## src/rtl/gpio_pkg.sv

```systemverilog
package gpio_pkg;

  typedef enum logic [2:0] {
    RD_NONE,
    RD_DIR,
    RD_OUT,
    RD_IN,
    RD_CTRL,
    RD_MASK,
    RD_STAT
  } rdSel_e;

  typedef struct packed {
    logic   wrDir;
    logic   wrOut;
    logic   wrCtrl;
    logic   wrMask;
    rdSel_e rdSel;
  } gpioStrobe_t;

endpackage

```

## src/rtl/gpio_ctrl.sv

```systemverilog
module gpio_ctrl
  import gpio_pkg::*;
#(
  parameter int ADDR_W = 8,
  parameter logic [ADDR_W-1:0] OFFS_DIR  = 8'h5C,
  parameter logic [ADDR_W-1:0] OFFS_OUT  = 8'h60,
  parameter logic [ADDR_W-1:0] OFFS_IN   = 8'h64,
  parameter logic [ADDR_W-1:0] OFFS_CTRL = 8'h68,
  parameter logic [ADDR_W-1:0] OFFS_MASK = 8'h6C,
  parameter logic [ADDR_W-1:0] OFFS_STAT = 8'h70
) (
  input  logic              busCs,
  input  logic              busWe,
  input  logic [ADDR_W-1:0] busAddr,
  output gpioStrobe_t       strobe
);

  logic wrCycle;
  logic rdCycle;

  assign wrCycle = busCs & busWe;
  assign rdCycle = busCs & ~busWe;

  always_comb begin
    strobe        = '0;
    strobe.rdSel  = RD_NONE;
    strobe.wrDir  = wrCycle && (busAddr == OFFS_DIR);
    strobe.wrOut  = wrCycle && (busAddr == OFFS_OUT);
    strobe.wrCtrl = wrCycle && (busAddr == OFFS_CTRL);
    strobe.wrMask = wrCycle && (busAddr == OFFS_MASK);
    if (rdCycle) begin
      unique case (busAddr)
        OFFS_DIR:  strobe.rdSel = RD_DIR;
        OFFS_OUT:  strobe.rdSel = RD_OUT;
        OFFS_IN:   strobe.rdSel = RD_IN;
        OFFS_CTRL: strobe.rdSel = RD_CTRL;
        OFFS_MASK: strobe.rdSel = RD_MASK;
        OFFS_STAT: strobe.rdSel = RD_STAT;
        default:   strobe.rdSel = RD_NONE;
      endcase
    end
  end

endmodule

```

## src/rtl/gpio_datapath.sv

```systemverilog
module gpio_datapath
  import gpio_pkg::*;
#(
  parameter int NUM_LINES   = 8,
  parameter int BUS_W       = 16,
  parameter int SYNC_STAGES = 2
) (
  input  logic                 clk,
  input  logic                 rstN,
  input  gpioStrobe_t          strobe,
  input  logic [NUM_LINES-1:0] laneWr,
  output logic [BUS_W-1:0]     busRdata,
  input  logic [NUM_LINES-1:0] padIn,
  output logic [NUM_LINES-1:0] padOe,
  output logic [NUM_LINES-1:0] padOut,
  output logic                 gpioIrq
);

  localparam int PAD_W = BUS_W - NUM_LINES;

  logic [NUM_LINES-1:0] dirQ;
  logic [NUM_LINES-1:0] outQ;
  logic [NUM_LINES-1:0] maskQ;
  logic                 mergeEnQ;
  logic [NUM_LINES-1:0] syncQ [SYNC_STAGES];
  logic [NUM_LINES-1:0] regWr;
  logic [NUM_LINES-1:0] rdReg;
  logic [NUM_LINES-1:0] rdLanes;
  logic [NUM_LINES-1:0] pinSync;
  logic [NUM_LINES-1:0] irqStatus;

  // Lane reversal: register bit n <-> upper bus lane (NUM_LINES-1-n)
  for (genvar g = 0; g < NUM_LINES; g++) begin : g_lane
    assign regWr[g]                 = laneWr[NUM_LINES-1-g];
    assign rdLanes[NUM_LINES-1-g]   = rdReg[g];
  end

  always_ff @(posedge clk) begin
    if (!rstN) begin
      dirQ     <= '0;
      outQ     <= '0;
      maskQ    <= '0;
      mergeEnQ <= 1'b0;
    end else begin
      if (strobe.wrDir)  dirQ     <= regWr;
      if (strobe.wrOut)  outQ     <= regWr;
      if (strobe.wrMask) maskQ    <= regWr;
      if (strobe.wrCtrl) mergeEnQ <= regWr[0];
    end
  end

  // Pad synchronizer chain
  for (genvar s = 0; s < SYNC_STAGES; s++) begin : g_sync
    always_ff @(posedge clk) begin
      if (!rstN) syncQ[s] <= '0;
      else if (s == 0) syncQ[s] <= padIn;
      else syncQ[s] <= syncQ[(s == 0) ? 0 : s-1];
    end
  end

  assign pinSync   = syncQ[SYNC_STAGES-1];
  assign irqStatus = pinSync & ~dirQ & {NUM_LINES{mergeEnQ}};
  assign gpioIrq   = |(irqStatus & maskQ);
  assign padOe     = dirQ;
  assign padOut    = outQ;

  always_comb begin
    unique case (strobe.rdSel)
      RD_DIR:  rdReg = dirQ;
      RD_OUT:  rdReg = outQ;
      RD_IN:   rdReg = pinSync;
      RD_CTRL: rdReg = {{(NUM_LINES-1){1'b0}}, mergeEnQ};
      RD_MASK: rdReg = maskQ;
      RD_STAT: rdReg = irqStatus;
      default: rdReg = '0;
    endcase
  end

  assign busRdata = {rdLanes, {PAD_W{1'b0}}};

endmodule

```

## src/rtl/gpio_port.sv

```systemverilog
module gpio_port
  import gpio_pkg::*;
#(
  parameter int NUM_LINES   = 8,
  parameter int BUS_W       = 16,
  parameter int ADDR_W      = 8,
  parameter int SYNC_STAGES = 2
) (
  input  logic                 clk,
  input  logic                 rstN,
  input  logic                 busCs,
  input  logic                 busWe,
  input  logic [ADDR_W-1:0]    busAddr,
  input  logic [BUS_W-1:0]     busWdata,
  output logic [BUS_W-1:0]     busRdata,
  input  logic [NUM_LINES-1:0] padIn,
  output logic [NUM_LINES-1:0] padOe,
  output logic [NUM_LINES-1:0] padOut,
  output logic                 gpioIrq
);

  gpioStrobe_t strobe;

  gpio_ctrl #(.ADDR_W(ADDR_W)) u_ctrl (
    .busCs   (busCs),
    .busWe   (busWe),
    .busAddr (busAddr),
    .strobe  (strobe)
  );

  gpio_datapath #(
    .NUM_LINES   (NUM_LINES),
    .BUS_W       (BUS_W),
    .SYNC_STAGES (SYNC_STAGES)
  ) u_dp (
    .clk      (clk),
    .rstN     (rstN),
    .strobe   (strobe),
    .laneWr   (busWdata[BUS_W-1 -: NUM_LINES]),
    .busRdata (busRdata),
    .padIn    (padIn),
    .padOe    (padOe),
    .padOut   (padOut),
    .gpioIrq  (gpioIrq)
  );

endmodule

```

## config.mk

```make
export PLATFORM = sky130hd
export DESIGN_NAME = gpio_port
export DESIGN_NICKNAME = d
export VERILOG_FILES = /design/src/rtl/gpio_pkg.sv /design/src/rtl/gpio_ctrl.sv /design/src/rtl/gpio_datapath.sv /design/src/rtl/gpio_port.sv
export SDC_FILE = /design/constraint.sdc
export NUM_CORES = 1
export LEC_CHECK = 0
export BUFFER_PORTS_ARGS = -buffer_cell sky130_fd_sc_hd__buf_4
export CORE_MARGIN = 4
export CORE_UTILIZATION = 30
export CTS_CLUSTER_DIAMETER = 150
export DETAILED_ROUTE_END_ITERATION = 8
export GPL_TIMING_DRIVEN = 0
export SLEW_MARGIN = 10
export SYNTH_ARGS = -nofsm -noshare
export SYNTH_HDL_FRONTEND = slang
export SYNTH_SLANG_ARGS = --single-unit
```

## constraint.sdc

```tcl
create_clock -name clk -period 5.05 [get_ports clk]
set_input_delay 1.01 -clock clk [delete_from_list [all_inputs] [get_ports clk]]
set_output_delay 1.01 -clock clk [all_outputs]
set_load 0.01 [all_outputs]
```

==> results.yml <==
run_status:
  run_status: "finished, final reports clean"
die:
  die-width_um: 92.9
  initial_utilization_pct: 31.3
  core_region_area_sq_um: 6910
  io_pins: 69
  rows: 30
  fp.dieArea_sq_um: 8630
  die_height_um: 92.9
synthesis:
  synth.yosys.warnings: 0
  synth_compound_gate_area_share_pct: 12.2
  post_synthesis_cells: 232
  synth_flop_cell: "dfxtp_1"
  ys_types: 47
  ys_seq_area_share_pct: 38.0
  synth.avg_cell_area_sq_um: 9.32
  synth_top_family_by_area: "simple AND/OR/NAND/NOR gates"
  synthXorXnorAreaFrac_pct: 0
  synth-async-reset-ratio_pct: 0
  synth.mux.area_fraction_pct: 12.1
  syn-cell-area_sq_um: 2160
  synth_simple_gate_area_share_pct: 31.5
  post_synth_fa_ha_maj_area_fraction_pct: 0
  yosys_register_bits: 41
  synth-edff-count: 0
cts:
  cts.repair_timing.setup_buffer_count: 0
  tritoncts_clock_tree: "done"
  cts_buffers: 5
  clk_latency_ps: 280
  clock_tree.buffer_depth: 2
  clk_transition_reported_paths_ps: 70
  clkSinkCount: 41
  post_cts.resized_instances: 0
  clockRootBuffer: "clkbuf_8"
  ctsHoldBuffers: 0
  htree_levels: 2
timing:
  worst_slack_ps: 1180
  share_of_the_clock_period_used_by_the_worst_path_pct: 76.6
  finalHoldViolations: 0
  slew_hr_pct: 51.3
  tightestPinTransition_ps: 723
  setup_repair_after_global_routing_missed_its_margin: "false"
  timing.clock.skew_ps: 0.211
  layout_min_cycle_time_ps: 3870
  slew_violations: 0
  fmax_mhz: 259
  finalSetupViolCount: 0
  finalSetupTns_ps: 0
critical_path:
  worstPathArrival_ps: 2860
  worst-path-max-fanout: 8
  criticalPathCategory: "in -> out"
  worst_path_most_repeated_cell: "buf_4"
  max_stage_delay_ps: 480
  crit_chain: "buf_4 > nor4bb_1 > clkbuf_1 > o2111ai_1 > a2111oi_0 > a221o_1 > buf_4"
  worstReg2RegStart: "u_dp.mergeEnQ"
  critical_path.endpoint_type: "output pin"
  crit_path_top_delay_cell: "a2111oi_0"
  worst_reg2reg_path_depth: 2
  timing.critical_path.required_ps: 4040
  crit-reg2reg-capture: "u_dp.mergeEnQ"
  critPathLaunchType: "input port"
  timing.reg2reg.setup_slack_ps: 4360
placed_design:
  gp_routability_congestion: 0.920
  placement.io_buffers: 51
  dpl.hpwl_um: 4460
  dp_worst_setup_slack_ps: 1210
routing:
  drc: 0
  via_per_inst: 4.74
  first_pass_iters: 4
  drt_iter0_drc: 106
  detailroute.via_count: 1862
  routedWlPerCell_um: 14.7
  routed_wirelength_um: 5760
  ant_nets: 0
global_routing:
  first_global_vias: 1755
  groute.usage.overall_pct: 13.3
  grt_start_max_net_pins: 12
  grt_first_pass_wirelength_um: 9020
  global_route.overflow_total: 0
  grt_antenna_before_repair: 0
power_and_ir_drop:
  ir_worst_vdd_uv: 212
  switching_share_pct: 22.5
  net-switching-power_w: 0.000136
  p_seq_share_pct: 54.8
  p_comb_share_pct: 10.5
  power.share.clock_pct: 34.7
  power-per-cell-area_nw_per_um2: 218
  finalPower_w: 0.000605
  p_leak_nw: 1.10
  power_report.internal_total_w: 0.000469
cells_and_area:
  final_layout_size_suffix_gt1_share_pct: 24.2
  syn2layout_area_growth_pct: 28.5
  fin_nets: 333
  diodes: 0
hold_path:
  hold_path.class: "reg -> reg"
  worstHoldStart: "u_dp.syncQ[0][2]"
  hold_path_depth: 1
  holdPathEnd: "u_dp.syncQ[1][2]"
job:
  cap_violations: 0
-- per-stage QoR --
stage          hold WS, ps  util (%)  std cells  cell area (sq um)
3_5_place_dp           417      39.0        386               2690
2_1_floorplan          406         -        239               2190
6_report               432      40.2        393               2780
4_1_cts                433      40.2        393               2780
5_1_grt                452      40.2        393               2780
3_3_place_gp           408      39.0        386               2690
-- cell families (layout without fill, tap and decap cells) --
logic type,Yosys count,count (layout)
mux,26,26
simple gates,104,104
flops,41,41
other cells,1,8
buf+inv,25,83
compound gates,35,35
-- cells in the final DEF (no fill, tap or decap), drive strengths merged, types with 4 or more instances in the layout --
cell	Yosys	layout
a21oi	5	5
and2	18	18
and4	5	5
and4b	4	4
buf	11	62
clkbuf	10	17
conb	1	8
dfxtp	41	41
inv	4	4
mux2i	25	25
nand2	14	14
nand4	5	5
nor2b	30	30
nor4	4	4
o211ai	4	4
-- cells in the mapped netlist, types with 2 or more instances --
| cell type | number | area share (%) |
|---|---|---|
| dfxtp_1 | 41 | 38 |
| nor2b_1 | 30 | 8.7 |
| mux2i_1 | 25 | 12 |
| and2_1 | 18 | 5.2 |
| nand2_1 | 14 | 2.4 |
| clkbuf_1 | 10 | 1.7 |
| buf_4 | 9 | 3.1 |
| a21oi_1 | 5 | 1.2 |
| and4_1 | 5 | 2.0 |
| nand4_1 | 5 | 1.4 |
| and4b_1 | 4 | 1.9 |
| inv_1 | 4 | 0.69 |
| nor4_1 | 4 | 1.2 |
| o211ai_1 | 4 | 1.4 |
| a2111oi_0 | 3 | 1.2 |
| a221o_1 | 3 | 1.4 |
| a32oi_1 | 3 | 1.2 |
| and3_1 | 3 | 0.87 |
| nand4b_1 | 3 | 1.2 |
| o21ai_0 | 3 | 0.69 |
| o22ai_1 | 3 | 0.87 |
| a31oi_1 | 2 | 0.58 |
| buf_2 | 2 | 0.46 |
| nand3_1 | 2 | 0.46 |
| nand3b_1 | 2 | 0.69 |
| nor2_1 | 2 | 0.35 |
| nor3b_1 | 2 | 0.69 |
| o221ai_1 | 2 | 0.81 |
-- registers in the layout, summed over array words and instances (netlist names) --
name / count
u_dp.maskQ: 8
u_dp.mergeEnQ: 1
u_dp.padOe: 8
u_dp.padOut: 8
u_dp.syncQ: 16
-- worst max path at each step --
stage	slack (ps)	endpoint	depth (start not counted)	start
global route	880	busRdata[12]	7	busAddr[7]
CTS	1210	busRdata[8]	6	busWe
detailed placement	1210	busRdata[8]	6	busWe
finish	1180	busRdata[9]	7	busAddr[7]
floorplan	1590	busRdata[8]	5	busAddr[3]
global placement	1120	busRdata[8]	6	busWe
-- power by group through the flow --
stage                     Combinational, W  Clock, W  Sequential, W
after floorplan                  0.0000336         0       0.000338
after detailed placement         0.0000632         0       0.000339
after global placement           0.0000627         0       0.000339
after global routing             0.0000703  0.000230       0.000332
final                            0.0000636  0.000210       0.000332
after CTS                        0.0000633  0.000215       0.000332
-- critical path: cells and delay by family --
kind / cells / cell delay, ps
simple gates: 1 / 290
compound gates: 3 / 970
buf+inv: 3 / 590
-- per-layer routing --
metal / part of all wire, % / global-route usage [%]
met4: 0.99 / 3.42
met3: 6.7 / 3.82
met1: 48 / 18.1
met5: 0 / 0
met2: 44 / 20.6
-- final cells by class --
type / count / area, sq um
clock buffers: 7 / 86.3
fillers: 732 / 4130
well taps: 96 / 120
plain buffers: 21 / 115
inverters: 4 / 15.0
repair buffers: 51 / 383
multi-input cells: 173 / 1240
flip-flops and latches: 41 / 821
Power figures use the tool's default switching activity.
